--- src/rtl/nib_rtc_pkg.sv ---
package nib_rtc_pkg;
  localparam int NIB_W     = 4;
  localparam int REG_CNT   = 13;
  localparam int ADDR_W    = 4;
  localparam logic [ADDR_W-1:0] IDX_SEC_T  = 4'd1;
  localparam logic [ADDR_W-1:0] IDX_MIN_T  = 4'd3;
  localparam logic [ADDR_W-1:0] IDX_HOUR_T = 4'd5;
  localparam logic [ADDR_W-1:0] IDX_WDAY   = 4'd6;
  localparam logic [ADDR_W-1:0] IDX_MON_T  = 4'd10;
  localparam logic [ADDR_W-1:0] ADDR_PCLR  = 4'd13;
  localparam int HOUR_PM_BIT  = 2;
  localparam int HOUR_24H_BIT = 3;

  function automatic logic [NIB_W-1:0] wr_mask(input logic [ADDR_W-1:0] idx,
                                               input logic [NIB_W-1:0] d);
    logic [NIB_W-1:0] m;
    m = d;
    if (idx == IDX_SEC_T || idx == IDX_MIN_T || idx == IDX_WDAY) begin
      m[NIB_W-1] = 1'b0;
    end else if (idx == IDX_MON_T) begin
      m[NIB_W-1:1] = '0;
    end else if (idx == IDX_HOUR_T && d[HOUR_24H_BIT]) begin
      m[HOUR_PM_BIT] = 1'b0;
    end
    return m;
  endfunction
endpackage

--- src/rtl/nib_sync.sv ---
module nib_sync #(
  parameter int W      = 1,
  parameter int STAGES = 2
) (
  input  logic         clk,
  input  logic         rst_n,
  input  logic [W-1:0] d_i,
  output logic [W-1:0] q_o
);
  logic [W-1:0] stage_q [STAGES];

  generate
    for (genvar s = 0; s < STAGES; s++) begin : g_stage
      logic [W-1:0] stage_d;
      if (s == 0) begin : g_first
        always_comb stage_d = d_i;
      end else begin : g_next
        always_comb stage_d = stage_q[s-1];
      end
      always_ff @(posedge clk or negedge rst_n) begin
        if (!rst_n) stage_q[s] <= '0;
        else        stage_q[s] <= stage_d;
      end
    end
  endgenerate

  assign q_o = stage_q[STAGES-1];
endmodule

--- src/rtl/nib_regfile.sv ---
module nib_regfile
  import nib_rtc_pkg::*;
#(
  parameter int CNT = REG_CNT
) (
  input  logic                 clk,
  input  logic                 rst_n,
  input  logic                 we_i,
  input  logic [ADDR_W-1:0]    idx_i,
  input  logic [NIB_W-1:0]     wdata_i,
  output logic [CNT*NIB_W-1:0] q_flat_o
);
  generate
    for (genvar i = 0; i < CNT; i++) begin : g_reg
      logic [NIB_W-1:0] r_q, r_d;
      logic             r_en;
      always_comb begin
        r_en = we_i && (idx_i == ADDR_W'(i));
        r_d  = r_q;
        if (r_en) r_d = wdata_i;
      end
      always_ff @(posedge clk or negedge rst_n) begin
        if (!rst_n) r_q <= '0;
        else        r_q <= r_d;
      end
      assign q_flat_o[i*NIB_W +: NIB_W] = r_q;
    end
  endgenerate
endmodule

--- src/rtl/nib_rdmux.sv ---
module nib_rdmux
  import nib_rtc_pkg::*;
#(
  parameter int CNT = REG_CNT
) (
  input  logic                 en_i,
  input  logic [ADDR_W-1:0]    addr_i,
  input  logic [CNT*NIB_W-1:0] q_flat_i,
  output logic [NIB_W-1:0]     dout_o
);
  logic [NIB_W-1:0] pick;

  always_comb begin
    pick = '0;
    for (int i = 0; i < CNT; i++) begin
      if (addr_i == ADDR_W'(i)) pick = q_flat_i[i*NIB_W +: NIB_W];
    end
    dout_o = en_i ? pick : '1;
  end
endmodule

--- src/rtl/nib_rtc_port.sv ---
module nib_rtc_port
  import nib_rtc_pkg::*;
#(
  parameter int SYNC_STAGES = 2
) (
  input  logic             clk,
  input  logic             rst_n,
  input  logic             sel_a_i,
  input  logic             sel_b_i,
  input  logic             addr_stb_i,
  input  logic             wr_stb_i,
  input  logic             rd_stb_i,
  input  logic [NIB_W-1:0] din_i,
  output logic [NIB_W-1:0] dout_o,
  output logic             tk_we_o,
  output logic [ADDR_W-1:0] tk_idx_o,
  output logic [NIB_W-1:0] tk_wdata_o,
  output logic             presc_clr_o
);
  localparam int IN_W = 5 + NIB_W;

  logic             rst_n_s;
  logic [IN_W-1:0]  in_s;
  logic             sel_a_s, sel_b_s, adr_s, wr_s, rd_s;
  logic [NIB_W-1:0] din_s;
  logic             sel_ok, wr_ok, addr_en, pclr_hit;
  logic [ADDR_W-1:0] addr_q, addr_d;
  logic             pclr_q, pclr_d;
  logic [REG_CNT*NIB_W-1:0] regs_flat;

  nib_sync #(.W(1), .STAGES(SYNC_STAGES)) i_rst_sync (
    .clk(clk), .rst_n(rst_n), .d_i(1'b1), .q_o(rst_n_s)
  );

  nib_sync #(.W(IN_W), .STAGES(SYNC_STAGES)) i_in_sync (
    .clk(clk), .rst_n(rst_n_s),
    .d_i({sel_a_i, sel_b_i, addr_stb_i, wr_stb_i, rd_stb_i, din_i}),
    .q_o(in_s)
  );

  assign {sel_a_s, sel_b_s, adr_s, wr_s, rd_s, din_s} = in_s;

  always_comb begin
    sel_ok   = sel_a_s & sel_b_s;
    addr_en  = sel_ok & adr_s;
    wr_ok    = sel_ok & wr_s;
    pclr_hit = wr_ok && (addr_q == ADDR_PCLR);
    addr_d   = addr_q;
    if (addr_en) addr_d = din_s;
    pclr_d   = pclr_hit;
  end

  always_ff @(posedge clk or negedge rst_n_s) begin
    if (!rst_n_s) begin
      addr_q <= '1;
      pclr_q <= 1'b0;
    end else begin
      addr_q <= addr_d;
      pclr_q <= pclr_d;
    end
  end

  assign tk_we_o     = wr_ok && (addr_q < ADDR_W'(REG_CNT));
  assign tk_idx_o    = addr_q;
  assign tk_wdata_o  = wr_mask(addr_q, din_s);
  assign presc_clr_o = pclr_hit & ~pclr_q;

  nib_regfile #(.CNT(REG_CNT)) i_regfile (
    .clk(clk), .rst_n(rst_n_s), .we_i(tk_we_o), .idx_i(addr_q),
    .wdata_i(tk_wdata_o), .q_flat_o(regs_flat)
  );

  nib_rdmux #(.CNT(REG_CNT)) i_rdmux (
    .en_i(sel_ok & rd_s), .addr_i(addr_q), .q_flat_i(regs_flat), .dout_o(dout_o)
  );
endmodule

--- config.mk ---
export PLATFORM = sky130hd
export DESIGN_NAME = nib_rtc_port
export DESIGN_NICKNAME = d
export VERILOG_FILES = /design/src/rtl/nib_rtc_pkg.sv /design/src/rtl/nib_sync.sv /design/src/rtl/nib_regfile.sv /design/src/rtl/nib_rdmux.sv /design/src/rtl/nib_rtc_port.sv
export SDC_FILE = /design/constraint.sdc
export NUM_CORES = 1
export LEC_CHECK = 0
export BUFFER_PORTS_ARGS = -buffer_cell sky130_fd_sc_hd__buf_2
export CAP_MARGIN = 15
export CORE_MARGIN = 1.5
export CORE_UTILIZATION = 25
export DETAILED_ROUTE_END_ITERATION = 6
export GPL_TIMING_DRIVEN = 0
export PLACE_DENSITY = 0.47
export SLEW_MARGIN = 15
export SYNTH_ARGS = -nofsm -noshare
export SYNTH_HDL_FRONTEND = slang
export SYNTH_SLANG_ARGS = --single-unit
export TNS_END_PERCENT = 30
--- constraint.sdc ---
create_clock -name clk -period 2.9 [get_ports clk]
set_input_delay 0.145 -clock clk [delete_from_list [all_inputs] [get_ports clk]]
set_output_delay 0.145 -clock clk [all_outputs]
set_load 0.005 [all_outputs]
==> impl_results.rst <==
.. list-table::
   :header-rows: 1

   * - Metric
     - Value
   * - Run status
     - finished, final reports clean
   * - PostCTS Resize Cnt
     - 0
   * - Cell taking the most area after synthesis
     - dfrtp_1
   * - Placement Rows
     - 42
   * - Most instantiated library cell after synthesis
     - dfrtp_1
   * - Net count reported at finish
     - ~330
   * - Proportion of total power due to net switching
     - 0.267
   * - Share of Yosys cell area claimed by the top area cell type
     - 0.543
   * - YS warnings
     - 0
   * - Initial drt markers
     - 108
   * - Share of layout cells above drive strength 1
     - 0.338
   * - WS Path Type
     - flip-flop to output port
   * - Synthesis-to-layout area growth
     - 24.3%
   * - Number of placed instances, taps included
     - about 480
   * - Part of the total power dissipated in sequential elements
     - 0.424
   * - Count of placed standard cells in the final layout, fillers left out
     - 501
   * - Clock network latency to the later pin of the worst-skew pair
     - ~0.33 ns
   * - Grt met2 use
     - 0.208
   * - Grt peak-use layer
     - met2
   * - Instance count of the mapped netlist
     - between 200 and 300
   * - Post-synth EDFFs
     - 0
   * - Filler Cell Count
     - 1319
   * - Share of the clock period used by the worst path
     - 0.965
   * - # DRC
     - 0
   * - Number of max-slew violations in the final report
     - 0
   * - Maximum fanout along the worst path
     - 10
   * - Final weighted congestion of routability-driven global placement
     - approximately 0.83
   * - Power Dens Cells
     - 800 nW/um2
   * - Max-slew headroom at the worst pin
     - 0.510
   * - Worst hold slack
     - 0.122 ns
   * - Worst endpoint required time
     - 2.76 ns
   * - Setup clock skew after layout
     - 0.00466 ns
   * - Max-cap violations
     - 0
   * - Number of top-level pins
     - 25
   * - Initial antenna violation count
     - 0
   * - Core Footprint
     - 13200 um2
   * - Startpoint of the worst register-to-register path
     - tk_idx_o[3]
   * - Worst-case clock buffer depth
     - 2
   * - Nature of the critical path endpoint
     - output port
   * - Post-detailed-route wirelength per cell
     - 17.3 um
   * - Clock tree from TritonCTS
     - done
   * - HP Class
     - input pin to async pin
   * - Worst reg2reg path endpoint
     - i_regfile.g_reg[9].r_q[2]
   * - Remaining Overflow, GRT
     - 0
   * - First-pass GRT wire length
     - roughly 14000 um
   * - Largest net degree at the start of global routing
     - 54
   * - Finished Core Util
     - 0.317
   * - Antenna diodes
     - 0
   * - Highest clock rate
     - 357 MHz
   * - Routed via count divided by cell count
     - 4.63
   * - Category of the worst setup path launch point
     - flip-flop
   * - Initial cell density of the core
     - 0.255
   * - Cell-internal power
     - 2.45 mW
   * - Synth Cell Area
     - 3360 um2
   * - Unrepaired setup endpoints after global routing
     - no
   * - IR drop worst, VDD
     - 0.000282 V
   * - Number of global-route vias before repair
     - 2443
   * - Nets in the synthesized netlist
     - about 290
   * - Clock Power Share
     - 0.381
   * - Final setup fails
     - 0
   * - Antenna-violating nets left
     - 0
   * - Clock period minus worst slack
     - 2.80 ns
   * - FF-to-FF setup slack
     - between 0.6 and 0.7 ns
   * - H-tree levels
     - 3
   * - Average footprint of a synthesized cell
     - about 12 um2
   * - Dominant cells by area after synthesis
     - dfrtp_1 54%, mux2_2 15%, dfstp_2 3.1%
   * - Combinational fraction of design power
     - 0.196
   * - Transition time of the tightest slew-check pin
     - 0.733 ns
   * - Met1 global-route usage
     - 0.172
   * - Clock Tree Root
     - clkbuf_16
   * - Post-synth top flop
     - dfrtp_1
   * - Inserted Clock Buffers
     - 9
   * - First-pass iteration count of the detailed router
     - 4
   * - Sequential cell area fraction in the yosys report
     - 0.575
   * - Port Buf Inserts
     - 24
   * - Number of clock sinks
     - 77
   * - GRT met3 Usage
     - 0.0283
   * - Net load switching power
     - between 0.8 and 0.9 mW
   * - Fraction of registers with async set/reset
     - 1.00
   * - Die Width
     - 119 um
   * - Endpoints failing hold
     - 0
   * - Worst Reg-to-Reg Cells
     - 6
   * - Synth unique cells
     - 41
   * - Register clock-pin slew on the reported worst setup and hold paths
     - 0.06 ns
   * - Die ar.
     - 14200 um2
   * - Static leakage
     - 1.87 nW
   * - Critical path data arrival time
     - 2.65 ns
   * - Register bit total from synthesis
     - between 70 and 80
   * - Top cells by count, synth
     - 73 x dfrtp_1, 45 x mux2_2, 24 x nand2_1
   * - Dpl hpwl
     - 6060 um
   * - Die Height
     - about 120 um
   * - Routed wire length
     - 8660 um
   * - Overall fraction of global-route tracks in use
     - 0.129
   * - Total number of vias
     - 2319
## critical path, cell delays in order, from the launching register on
cell and delay, ns:
dfstp_2 0.54, buf_2 0.29, buf_4 0.24, buf_4 0.24
mux2i_1 0.31, o21ai_0 0.17, a221o_1 0.39, buf_2 0.14
## metal layers
metal,vias up,share of wire
li1,1069,-
met1,1173,0.47
met2,62,0.47
met3,15,0.039
met4,0,0.019
met5,-,0
## metrics by stage
step           instance area, um2  setup TNS, ns  power [mW]  setup WS, ns
2_1_floorplan                3360              0        1.86         0.604
3_3_place_gp                 3700         -21.33        2.06        -0.306
4_1_cts                      4180              0        3.37        0.0981
6_report                     4180              0        3.34         0.102
5_1_grt                      4180              0        3.50        0.0493
3_5_place_dp                 3730              0        2.08         0.446
## cell families after synthesis
family	count (synthesis)	share of synthesized area
and+or+nand+nor	79	0.124
buffers and inverters	18	0.0287
DFF	77	0.575
other	1	0.00112
AOI/OAI and AO/OA	45	0.0819
muxes	54	0.190
## cell type report
cell class,instances,area [um2],share of cell area
Clock buffer,13,280,0.0671
Inverter,2,7.51,0.00180
Sequential cell,77,1940,0.463
Buffer,16,88.8,0.0213
Clock inverter,3,65.1,0.0156
Timing Repair Buffer,35,248,0.0593
Tap cell,176,220,0.0527
Multi-Input combinational cell,179,1330,0.319
## power by group through the flow
stage | clock network (mW) | registers (mW) | logic (mW)
detailed placement | 0 | 1.44 | 0.645
finish | 1.27 | 1.42 | 0.654
floorplan | 0 | 1.40 | 0.456
CTS | 1.30 | 1.42 | 0.657
global route | 1.34 | 1.44 | 0.709
global placement | 0 | 1.44 | 0.620
## how the worst max path moves through the flow
stage	from	endpoint	slack, ns	cells after the start
2_1_floorplan	i_rst_sync.q_o	i_in_sync.g_stage[1].stage_d[0]	0.60	0
3_3_place_gp	i_rst_sync.q_o	i_regfile.g_reg[8].r_q[0]	-0.31	0
3_5_place_dp	tk_idx_o[1]	dout_o[0]	0.45	7
4_1_cts	tk_idx_o[1]	dout_o[0]	0.1	7
5_1_grt	tk_idx_o[1]	dout_o[0]	0.05	7
6_report	tk_idx_o[1]	dout_o[0]	0.10	7
## registers in the layout, indices dropped and copies added (netlist names)
signal	count
i_rst_sync.g_stage.stage_d	1
tk_idx_o	4
i_regfile.g.r_q	52
i_rst_sync.q_o	1
i_in_sync.g_stage.stage_d	9
i_in_sync.q_o	9
pclr_q	1
## what timing repair did
item,in CTS,in global routing
setup buffers,0,0
hold endpoints to repair,11,0
hold buffers,10,0
## cell usage in the layout, fill, tap and decap left out, types with 2 or more instances in the layout
| cell type | count |
|---|---|
| nand3b_1 | 2 |
| nor3_1 | 2 |
| nand2b_1 | 6 |
| bufinv_16 | 2 |
| dfrtp_1 | 72 |
| clkbuf_1 | 3 |
| mux2_2 | 45 |
| and2_1 | 3 |
| clkbuf_2 | 2 |
| dfstp_2 | 4 |
| dlygate4sd3_1 | 10 |
| clkbuf_8 | 4 |
| mux2i_1 | 6 |
| nor2b_1 | 7 |
| o21ai_0 | 15 |
| o32ai_1 | 2 |
| a211oi_1 | 5 |
| and3_1 | 5 |
| inv_1 | 2 |
| nand2_1 | 24 |
| buf_2 | 30 |
| nand3_1 | 8 |
| a21oi_1 | 12 |
| clkbuf_16 | 9 |
| buf_4 | 5 |
| nor2_1 | 14 |
| mux4_2 | 2 |
| a31oi_1 | 4 |
Power figures use the tool's default switching activity.
